$ cat src/rtl/dtile_pkg.sv
package dtile_pkg;
  typedef enum logic [1:0] {
    ST_IDLE = 2'd0,
    ST_RD   = 2'd1,
    ST_WR   = 2'd2,
    ST_FIN  = 2'd3
  } dt_state_e;
endpackage

$ cat src/rtl/dtile_swizzle.sv
module dtile_swizzle #(
  parameter int COORD_W = 12,
  parameter int BLK_W   = 11,
  parameter int ADDR_W  = 24
) (
  input  logic               fmt32_i,
  input  logic [COORD_W-1:0] x_i,
  input  logic [COORD_W-1:0] y_i,
  input  logic [BLK_W-1:0]   blk_row_i,
  output logic [ADDR_W-1:0]  word_o
);
  localparam int BA_W   = COORD_W + BLK_W;
  localparam int BYTE_W = BA_W + 10;

  logic [BA_W-1:0]   ba;
  logic [BA_W-1:0]   xblk;
  logic [BYTE_W-1:0] byte_a;

  always_comb begin
    xblk = fmt32_i ? BA_W'(x_i[COORD_W-1:4]) : BA_W'(x_i[COORD_W-1:5]);
    ba   = BA_W'(y_i[COORD_W-1:4]) * BA_W'(blk_row_i) + xblk;
    if (fmt32_i) begin
      byte_a = {ba[BA_W-1:2], x_i[3] ^ y_i[4], y_i[3], ba[1:0],
                x_i[4] ^ y_i[2], y_i[1:0], x_i[2:0], 2'b00};
      word_o = ADDR_W'(byte_a >> 2);
    end else begin
      byte_a = {ba[BA_W-1:2], x_i[4] ^ y_i[4], y_i[3], ba[1:0],
                x_i[3], y_i[2:0], x_i[2:0], 1'b0};
      word_o = ADDR_W'(byte_a >> 1);
    end
  end
endmodule

$ cat src/rtl/dtile_walker.sv
module dtile_walker #(
  parameter int COORD_W = 12,
  parameter int ADDR_W  = 24
) (
  input  logic               clk,
  input  logic               rst_n,
  input  logic               clear_i,
  input  logic               step_i,
  input  logic [COORD_W-1:0] width_i,
  input  logic [COORD_W-1:0] height_i,
  output logic [COORD_W-1:0] col_o,
  output logic [COORD_W-1:0] row_o,
  output logic [ADDR_W-1:0]  lin_o,
  output logic               last_o
);
  logic [COORD_W-1:0] col_q, col_d, row_q, row_d;
  logic [ADDR_W-1:0]  lin_q, lin_d;
  logic               row_end;
  logic               upd;

  assign row_end = (col_q == width_i - COORD_W'(1));
  assign last_o  = row_end && (row_q == height_i - COORD_W'(1));
  assign upd     = clear_i | step_i;

  always_comb begin
    col_d = col_q;
    row_d = row_q;
    lin_d = lin_q;
    if (clear_i) begin
      col_d = '0;
      row_d = '0;
      lin_d = '0;
    end else if (step_i) begin
      lin_d = lin_q + ADDR_W'(1);
      if (row_end) begin
        col_d = '0;
        row_d = row_q + COORD_W'(1);
      end else begin
        col_d = col_q + COORD_W'(1);
      end
    end
  end

  always_ff @(posedge clk or negedge rst_n) begin
    if (!rst_n) begin
      col_q <= '0;
      row_q <= '0;
      lin_q <= '0;
    end else if (upd) begin
      col_q <= col_d;
      row_q <= row_d;
      lin_q <= lin_d;
    end
  end

  assign col_o = col_q;
  assign row_o = row_q;
  assign lin_o = lin_q;
endmodule

$ cat src/rtl/dtile_ctrl.sv
module dtile_ctrl
  import dtile_pkg::*;
(
  input  logic      clk,
  input  logic      rst_n,
  input  logic      start_i,
  input  logic      empty_i,
  input  logic      skip_i,
  input  logic      last_i,
  output logic      load_o,
  output logic      step_o,
  output dt_state_e state_o
);
  dt_state_e st_q, st_d;

  assign load_o = start_i && (st_q == ST_IDLE);
  assign step_o = (st_q == ST_WR) && !last_i;

  always_comb begin
    st_d = st_q;
    case (st_q)
      ST_IDLE: if (load_o) st_d = (empty_i || skip_i) ? ST_FIN : ST_RD;
      ST_RD:   st_d = ST_WR;
      ST_WR:   st_d = last_i ? ST_FIN : ST_RD;
      default: st_d = ST_IDLE;
    endcase
  end

  always_ff @(posedge clk or negedge rst_n) begin
    if (!rst_n) st_q <= ST_IDLE;
    else        st_q <= st_d;
  end

  assign state_o = st_q;
endmodule

$ cat src/rtl/dtile_copy.sv
module dtile_copy
  import dtile_pkg::*;
#(
  parameter int COORD_W = 12,
  parameter int PITCH_W = 16,
  parameter int ADDR_W  = 24,
  parameter int DATA_W  = 32
) (
  input  logic               clk,
  input  logic               rst_n,
  input  logic               start_i,
  input  logic               to_tiled_i,
  input  logic               wr_allow_i,
  input  logic               flip_i,
  input  logic               fmt32_i,
  input  logic [COORD_W-1:0] org_x_i,
  input  logic [COORD_W-1:0] org_y_i,
  input  logic [COORD_W-1:0] width_i,
  input  logic [COORD_W-1:0] height_i,
  input  logic [PITCH_W-1:0] pitch_i,
  input  logic [COORD_W-1:0] surf_h_i,
  output logic               busy_o,
  output logic               done_o,
  output logic               mem_req_o,
  output logic               mem_we_o,
  output logic               mem_lin_o,
  output logic [ADDR_W-1:0]  mem_addr_o,
  output logic [DATA_W-1:0]  mem_wdata_o,
  input  logic [DATA_W-1:0]  mem_rdata_i
);
  localparam int BLK_W = PITCH_W - 5;

  // reset: asserted at once, released on a clock edge
  logic [1:0] rst_sync_q;
  logic       rst_int_n;
  always_ff @(posedge clk or negedge rst_n) begin
    if (!rst_n) rst_sync_q <= 2'b00;
    else        rst_sync_q <= {rst_sync_q[0], 1'b1};
  end
  assign rst_int_n = rst_sync_q[1];

  // captured transfer settings
  logic               dir_q, flip_q, fmt_q;
  logic [COORD_W-1:0] ox_q, oy_q, w_q, h_q, sh_q;
  logic [BLK_W-1:0]   blk_q;
  logic [PITCH_W:0]   pitch_up;

  logic      load, step, last, empty, skip;
  dt_state_e state;

  assign pitch_up = {1'b0, pitch_i} + (PITCH_W+1)'(63);
  assign empty    = (width_i == '0) || (height_i == '0);
  assign skip     = to_tiled_i && !wr_allow_i;

  always_ff @(posedge clk or negedge rst_int_n) begin
    if (!rst_int_n) begin
      dir_q  <= 1'b0;
      flip_q <= 1'b0;
      fmt_q  <= 1'b0;
      ox_q   <= '0;
      oy_q   <= '0;
      w_q    <= '0;
      h_q    <= '0;
      sh_q   <= '0;
      blk_q  <= '0;
    end else if (load) begin
      dir_q  <= to_tiled_i;
      flip_q <= flip_i;
      fmt_q  <= fmt32_i;
      ox_q   <= org_x_i;
      oy_q   <= org_y_i;
      w_q    <= width_i;
      h_q    <= height_i;
      sh_q   <= surf_h_i;
      blk_q  <= pitch_up[PITCH_W:6];
    end
  end

  dtile_ctrl u_ctrl (
    .clk     (clk),
    .rst_n   (rst_int_n),
    .start_i (start_i),
    .empty_i (empty),
    .skip_i  (skip),
    .last_i  (last),
    .load_o  (load),
    .step_o  (step),
    .state_o (state)
  );

  logic [COORD_W-1:0] col, row, tx, ty_raw, ty;
  logic [ADDR_W-1:0]  lin_addr, tile_addr;

  dtile_walker #(.COORD_W(COORD_W), .ADDR_W(ADDR_W)) u_walk (
    .clk      (clk),
    .rst_n    (rst_int_n),
    .clear_i  (load),
    .step_i   (step),
    .width_i  (w_q),
    .height_i (h_q),
    .col_o    (col),
    .row_o    (row),
    .lin_o    (lin_addr),
    .last_o   (last)
  );

  assign tx     = ox_q + col;
  assign ty_raw = oy_q + row;
  assign ty     = flip_q ? (sh_q - COORD_W'(1) - ty_raw) : ty_raw;

  dtile_swizzle #(.COORD_W(COORD_W), .BLK_W(BLK_W), .ADDR_W(ADDR_W)) u_swz (
    .fmt32_i   (fmt_q),
    .x_i       (tx),
    .y_i       (ty),
    .blk_row_i (blk_q),
    .word_o    (tile_addr)
  );

  // read side is the source, write side the destination
  always_comb begin
    mem_req_o   = (state == ST_RD) || (state == ST_WR);
    mem_we_o    = (state == ST_WR);
    mem_lin_o   = mem_we_o ? !dir_q : dir_q;
    mem_addr_o  = mem_lin_o ? lin_addr : tile_addr;
    mem_wdata_o = mem_rdata_i;
  end

  assign busy_o = (state != ST_IDLE);
  assign done_o = (state == ST_FIN);
endmodule

$ cat config.mk
export PLATFORM = sky130hd
export DESIGN_NAME = dtile_copy
export DESIGN_NICKNAME = d
export VERILOG_FILES = /design/src/rtl/dtile_pkg.sv /design/src/rtl/dtile_swizzle.sv /design/src/rtl/dtile_walker.sv /design/src/rtl/dtile_ctrl.sv /design/src/rtl/dtile_copy.sv
export SDC_FILE = /design/constraint.sdc
export NUM_CORES = 1
export LEC_CHECK = 0
export ABC_AREA = 0
export BUFFER_PORTS_ARGS = -buffer_cell sky130_fd_sc_hd__buf_2
export CORE_ASPECT_RATIO = 1.2
export CORE_UTILIZATION = 59
export CTS_BUF_LIST = sky130_fd_sc_hd__clkbuf_16
export CTS_CLUSTER_DIAMETER = 60
export DETAILED_ROUTE_END_ITERATION = 7
export PLACE_DENSITY = 0.88
export SYNTH_ARGS = -nofsm -noshare
export SYNTH_HDL_FRONTEND = slang
export SYNTH_HIERARCHICAL = 1
export SYNTH_SLANG_ARGS = --single-unit
$ cat constraint.sdc
create_clock -name clk -period 9.45 [get_ports clk]
set_input_delay 0.945 -clock clk [delete_from_list [all_inputs] [get_ports clk]]
set_output_delay 0.945 -clock clk [all_outputs]
set_load 0.01 [all_outputs]
==> impl_metrics.tcl, run 1 <==
set metrics [dict create \
    status "complete, no violations" \
    crit_path_frequent_cell "fa_1" \
    grt_start_max_net_pins 85 \
    io_buffers 111 \
    synth_nets 1559 \
    antenna_found_initial 0 \
    root_buffer "clkbuf_16" \
    synth_ff_type "dfrtp_1" \
    grtUsageTotal_pct 27.8 \
    syn_avg_cell_area_um2 9.29 \
    initial_core_util_pct 60.3 \
    critPathArrivalTime_ns 8.31 \
    diodes 0 \
    dieWidth_um 133 \
    tightest_slew_ns 1.07 \
    cts_tree "yes" \
    drc 0 \
    synth_top_area_share_pct 25.8 \
    wl_um 29200 \
    cts_sinks 126 \
    synthTopCellsByCount "inv_1 (129), dfrtp_1 (126), nor2_1 (96)" \
    cts_buffers 17 \
    io-pin-count 176 \
    avgViaCountPerCell 5.94 \
    report.final.slew_viol_count 0 \
    pre_cts_slack_ns 0.0813 \
    num_rows 57 \
    hold_viol 0 \
    endpoint_kind "output pin" \
    synth_area_leaders "dfrtp_1 (26%), fa_1 (10%), mux2_2 (8.8%)" \
    fin_cells 1663 \
    slowest_delay_ns 0.54 \
    holdCritPathClass "input port to async pin" \
    period_share_pct 97.9 \
    start_kind "flop" \
    crit_type "flop to output pin" \
    syn_inst 1314 \
    dieHeight_um 160 \
    rrSetupSlack_ns 4.89 \
    antenna_left 0 \
    ys_ff_latch 126 \
    cts_buffer_depth 2 \
    clkSlewWorstSetupHoldPaths_ns 0.05 \
    min_period_ns 9.26 \
    synthArstFlopShare_pct 100 \
    drtPass1Iterations 5 \
    yosysUniqueCellTypes 78 \
    gp_congestion 0.898 \
    dpl.hpwl_um 21000 \
    final-setup-viol-count 0 \
    final_nets 1631 \
    clock.fmax_mhz 108 \
    vias 9881 \
    worst-path-max-fanout 5 \
    area_growth_pct 11.0 \
    synth_top_cell_by_area "dfrtp_1" \
    die_area_um2 21300 \
    synth_edf_count 0 \
    syn_area_um2 12200 \
    relSlewSlack_pct 28.8 \
    grt_pass1_wl_um 47200 \
    fin_ws_ns 0.194 \
    core_um2 20300 \
    ys_warn_count 6 \
    initialDrtViolationCount 614 \
    ys_seq_area_share_pct 25.8 \
    htree_levels 4 \
    crit_slowest_cell "or4_4" \
    placed_cells 1614 \
    routedWlPerCell_um 17.5 \
    synth_most_common_cell "inv_1" \
    grt_pass1_vias 10100 \
    finClkSkew_ns 0.0129 \
    grt_overflow 0 \
    layout-drive-gt1-share_pct 23.9 \
    cp.required_ns 8.51 \
    clk_latency_ns 0.43 \
    maxCapViolCount 0 \
]
[repair_timing]
| item | CTS | global route |
|---|---|---|
| buffers inserted | 4 | 14 |
| hold buffers | 0 | 0 |
| endpoints found under the hold margin | 0 | 0 |
| pin swaps | 10 | 49 |
| gates resized for setup | 8 | 47 |
| endpoints found under the setup margin | 8 | 8 |
[final cells by class]
| type | instances | area [um^2] |
|---|---|---|
| multi-input combinational | 973 | 8300 |
| fill | 1480 | 6710 |
| sequential | 126 | 3160 |
| timing repair buffer | 139 | 776 |
| inverter | 129 | 484 |
| clock buffer | 17 | 425 |
| tap | 265 | 332 |
| clock inverter | 14 | 66.3 |
[kinds of logic (layout without fill, tap and decap cells)]
| logic type | after synthesis | after routing | share of synthesized area [%] |
|---|---|---|---|
| multiplexers | 123 | 123 | 11.2 |
| XOR/XNOR | 112 | 112 | 8.42 |
| adder cells (fa/ha/maj) | 134 | 134 | 17.6 |
| flip-flops | 126 | 126 | 25.8 |
| AO/OA/AOI/OAI | 165 | 165 | 9.04 |
| other | 1 | 1 | 0.0307 |
| AND/OR/NAND/NOR | 438 | 438 | 19.8 |
| buffers and inverters | 215 | 299 | 8.15 |
[layer usage]
| layer | track usage, % | part of all wire, % | vias to the layer above |
|---|---|---|---|
| met5 | 0 | 0 | - |
| met4 | 12.6 | 3.8 | 0 |
| met3 | 4.49 | 5.0 | 89 |
| met2 | 50.9 | 53 | 373 |
| met1 | 31.4 | 39 | 4848 |
| li1 | - | - | 4571 |
[worst paths after layout]
check,startpoint,end,cells after the start
worst min register to register,rst_sync_q[1]$_DFF_PN0_,ox_q[8]$_DFFE_PN0P_,0
worst min-delay path,rst_n,rst_sync_q[0]$_DFF_PN0_,1
worst max-delay path,u_walk/row_o[1]$_DFFE_PN0P_,mem_addr_o[22],28
max in group asynchronous,rst_sync_q[1]$_DFF_PN0_,u_walk/row_o[2]$_DFFE_PN0P_,1
min in group clk,rst_sync_q[0]$_DFF_PN0_,rst_sync_q[1]$_DFF_PN0_,0
worst max register to register,w_q[0]$_DFFE_PN0P_,u_walk/lin_o[18]$_DFFE_PN0P_,16
[cells in the final DEF (no fill, tap or decap), drive strengths merged, types with 3 or more instances in the layout]
| master | instances |
|---|---|
| buf | 138 |
| inv | 134 |
| dfrtp | 126 |
| mux2 | 106 |
| nor2 | 96 |
| nand2 | 79 |
| and2 | 73 |
| ha | 67 |
| xnor2 | 65 |
| fa | 63 |
| xor2 | 45 |
| a21oi | 45 |
| o21ai | 41 |
| nand3 | 34 |
| nor3 | 28 |
| nor2b | 22 |
| nor4 | 21 |
| nand4 | 18 |
| clkbuf | 18 |
| nand2b | 17 |
| mux2i | 17 |
| a21o | 14 |
| and3 | 12 |
| or3 | 10 |
| o21a | 7 |
| or2 | 7 |
| a31oi | 7 |
| clkinv | 7 |
| o22ai | 6 |
| and4 | 6 |
| a211oi | 6 |
| o211ai | 4 |
| maj3 | 4 |
| nor4b | 4 |
| a21boi | 3 |
| o21bai | 3 |
| a221oi | 3 |
| nor3b | 3 |
| or4 | 3 |
[critical path, delay by kind of cell (launching register included)]
family	cells	cell delay, ns
AO/OA/AOI/OAI	7	1.46
AND/OR/NAND/NOR	4	1.17
adder cells (fa/ha/maj)	10	3.73
XOR/XNOR	2	0.41
flip-flops	1	0.44
multiplexers	1	0.28
buffers and inverters	4	0.35
[flip-flops by register name, indices dropped and copies added (netlist names)]
register,count
blk_q,11
dir_q,1
flip_q,1
fmt_q,1
h_q,12
ox_q,12
oy_q,12
rst_sync_q,2
sh_q,12
u_ctrl/state_o,2
u_walk/col_o,12
u_walk/lin_o,24
u_walk/row_o,12
w_q,12
[stage by stage]
step / hold slack [ns] / utilization [%] / area, um^2 / TNS (ns)
2_1_floorplan: 0.331 / - / 12200 / 0
3_3_place_gp: 0.333 / 62.6 / 12700 / 0
3_5_place_dp: 0.336 / 62.6 / 12700 / 0
4_1_cts: 0.296 / 65.4 / 13200 / 0
5_1_grt: 0.300 / 66.9 / 13500 / -0.0189
6_report: 0.307 / 66.9 / 13500 / 0
Power of run 1 is left out: the tool's default activity adds up to more than one toggle a clock period on the data nets, which glitch-free logic cannot reach.
==> run 2: changes to the inputs <==
SYNTH_HIERARCHICAL = default   (was 1)
==> impl_metrics.tcl, run 2 <==
set metrics [dict create \
    synth_most_common_cell "nand2_1" \
    core_um2 19500 \
    crit_path_frequent_cell "fa_1" \
    final_nets 1772 \
    area_growth_pct 12.9 \
    dieWidth_um 131 \
    grt_pass1_vias 10700 \
    synth_edf_count 0 \
    avgViaCountPerCell 5.82 \
    io_buffers 111 \
    slowest_delay_ns 0.52 \
    synthTopCellsByCount "nand2_1 (311), dfrtp_1 (126), inv_1 (126)" \
    synthAdderAreaFrac_pct 18.5 \
    vias 10400 \
    cts_tree "yes" \
    synth_top_area_share_pct 26.9 \
    multi_input_area_um2 7800 \
    synth_top_cell_by_area "dfrtp_1" \
    ys_warn_count 0 \
    initial_core_util_pct 60.2 \
    synth_area_leaders "dfrtp_1 (27%), fa_1 (11%), nand2_1 (10%)" \
    grt_pass1_wl_um 48900 \
    cts_buffers 17 \
    clock.fmax_mhz 106 \
    synthMuxAreaShare_pct 2.19 \
    synth-compound-area-share_pct 12.5 \
    drtPass1Iterations 6 \
    endpoint_kind "output pin" \
    dpl.hpwl_um 21400 \
    period_share_pct 99.5 \
    io-pin-count 176 \
    placed_cells 1753 \
    antenna_found_initial 0 \
    fillers 1502 \
    initialDrtViolationCount 686 \
    diodes 0 \
    crit_slowest_cell "fa_1" \
    drc 0 \
    layout-drive-gt1-share_pct 15.9 \
    synth_xor_area_share_pct 7.86 \
    crit_type "flop to output pin" \
    grt_overflow 0 \
    clkSlewWorstSetupHoldPaths_ns 0.06 \
    syn_inst 1430 \
    dieHeight_um 156 \
    synth_top_family_by_area "simple AND/OR/NAND/NOR gates" \
    rsz0062_at_grt "true" \
    syn_avg_cell_area_um2 8.20 \
    synthArstFlopShare_pct 100 \
    maxCapViolCount 0 \
    tightest_slew_ns 1.16 \
    ctsHoldBuffers 0 \
    syn_area_um2 11700 \
    final_cell_mix "nand2_1 (309), dfrtp_1 (125), inv_1 (123)" \
    min_period_ns 9.40 \
    fin_cells 1795 \
    htree_levels 4 \
    ff_latch_area_um2 3160 \
    cp_num_buf_inv 6 \
    relSlewSlack_pct 22.1 \
    holdCritPathClass "input port to async pin" \
    clk_latency_ns 0.43 \
    synth_ff_type "dfrtp_1" \
    cts_sinks 126 \
    antenna_left 0 \
    final-setup-viol-count 0 \
    hold_viol 0 \
    grt_start_max_net_pins 92 \
    wl_um 29500 \
    largest_reg_flops 24 \
    grtUsageTotal_pct 30.3 \
    yosysUniqueCellTypes 79 \
    fin_util_pct 68.0 \
    die_area_um2 20400 \
    cts_buffer_depth 2 \
    root_buffer "clkbuf_16" \
    routedWlPerCell_um 16.4 \
    report.final.slew_viol_count 0 \
    start_kind "flop" \
    status "complete, no violations" \
    cp.required_ns 8.51 \
    critPathArrivalTime_ns 8.46 \
    crit_family "adder cells" \
    ys_seq_area_share_pct 26.9 \
    final_common_cell "nand2_1" \
    num_rows 56 \
    worst-path-max-fanout 5 \
    synthSimpleGateAreaFrac_pct 23.8 \
    gp_congestion 0.874 \
    finClkSkew_ns 0.0111 \
    holdWs_ns 0.290 \
    synth_nets 1681 \
    ys_ff_latch 126 \
]
## run 2: cell count changes after synthesis, sizes merged, moves of 7 or more
cell / before / now
nand3: 34 / 27
mux2: 106 / 5
xnor2: 65 / 51
nand2: 79 / 311
and2: 73 / 49
clkbuf: 38 / 45
nor3: 28 / 20
nor2b: 22 / 14
nand2b: 17 / 8
and3: 12 / 23
o21ai: 41 / 90
nor2: 96 / 77
## run 2: logic make-up after synthesis
family | count (synthesis)
buf+inv | 214
xor+xnor | 99
other cells | 1
flops | 126
fa+ha+maj | 136
mux | 25
simple gates | 597
compound gates | 232
## run 2: cell type report
class                           instances  share of cell area (%)
Clock buffer                           17                    3.21
Timing Repair Buffer                  160                    7.00
Inverter                              126                    3.57
Multi-Input combinational cell       1090                    58.9
Clock inverter                         15                    1.00
Tap cell                              261                    2.47
Sequential cell                       126                    23.8
## run 2: metal layers
metal | wire length (um) | vias to the layer above | share of wire, % | global-route usage (%)
met5 | 0 | - | 0 | 0
met4 | 1420 | 0 | 4.8 | 17.5
met3 | 1530 | 116 | 5.2 | 4.38
met2 | 15100 | 434 | 51 | 53.9
met1 | 11400 | 4997 | 39 | 34.3
li1 | - | 4899 | - | -
## run 2: final timing paths
path	start	endpoint	slack [ns]	depth (start not counted)
worst max-delay path	u_walk.row_o[0]$_DFFE_PN0P_	mem_addr_o[23]	0.05	32
worst min-delay path	rst_n	rst_sync_q[1]$_DFF_PN0_	0.29	1
worst max register to register	h_q[0]$_DFFE_PN0P_	u_walk.col_o[9]$_DFFE_PN0P_	5.48	11
worst min register to register	rst_sync_q[0]$_DFF_PN0_	rst_sync_q[1]$_DFF_PN0_	0.35	0
max in group asynchronous	rst_sync_q[1]$_DFF_PN0_	oy_q[7]$_DFFE_PN0P_	7.72	1
min in group clk	rst_sync_q[0]$_DFF_PN0_	rst_sync_q[1]$_DFF_PN0_	0.35	0
## run 2: through the flow
step / TNS [ns] / area, um^2 / setup slack, ns
floorplan: 0 / 11700 / 0.00709
global placement: -0.0602 / 12400 / -0.0602
detailed placement: -0.387 / 12400 / -0.387
CTS: -0.110 / 13100 / -0.110
global route: -0.294 / 13200 / -0.294
finish: 0 / 13200 / 0.0472
## run 2: timing repair
item                       in CTS  in global routing
setup endpoints to repair       3                  4
buffers inserted                5                  5
pin swaps                      35                 21
gates resized for setup        20                 15
## run 2: worst register-to-register path: stages, from the launching register on
cell	delay, ns
dfrtp_1	0.43
inv_1	0.11
ha_1	0.28
nor4b_1	0.94
nand2_1	0.15
xnor2_1	0.21
nand2_1	0.12
a221oi_4	0.40
a31oi_4	0.28
nor2_1	0.63
o21ai_0	0.20
o21ai_0	0.12
Power of run 2 is left out for the same reason.
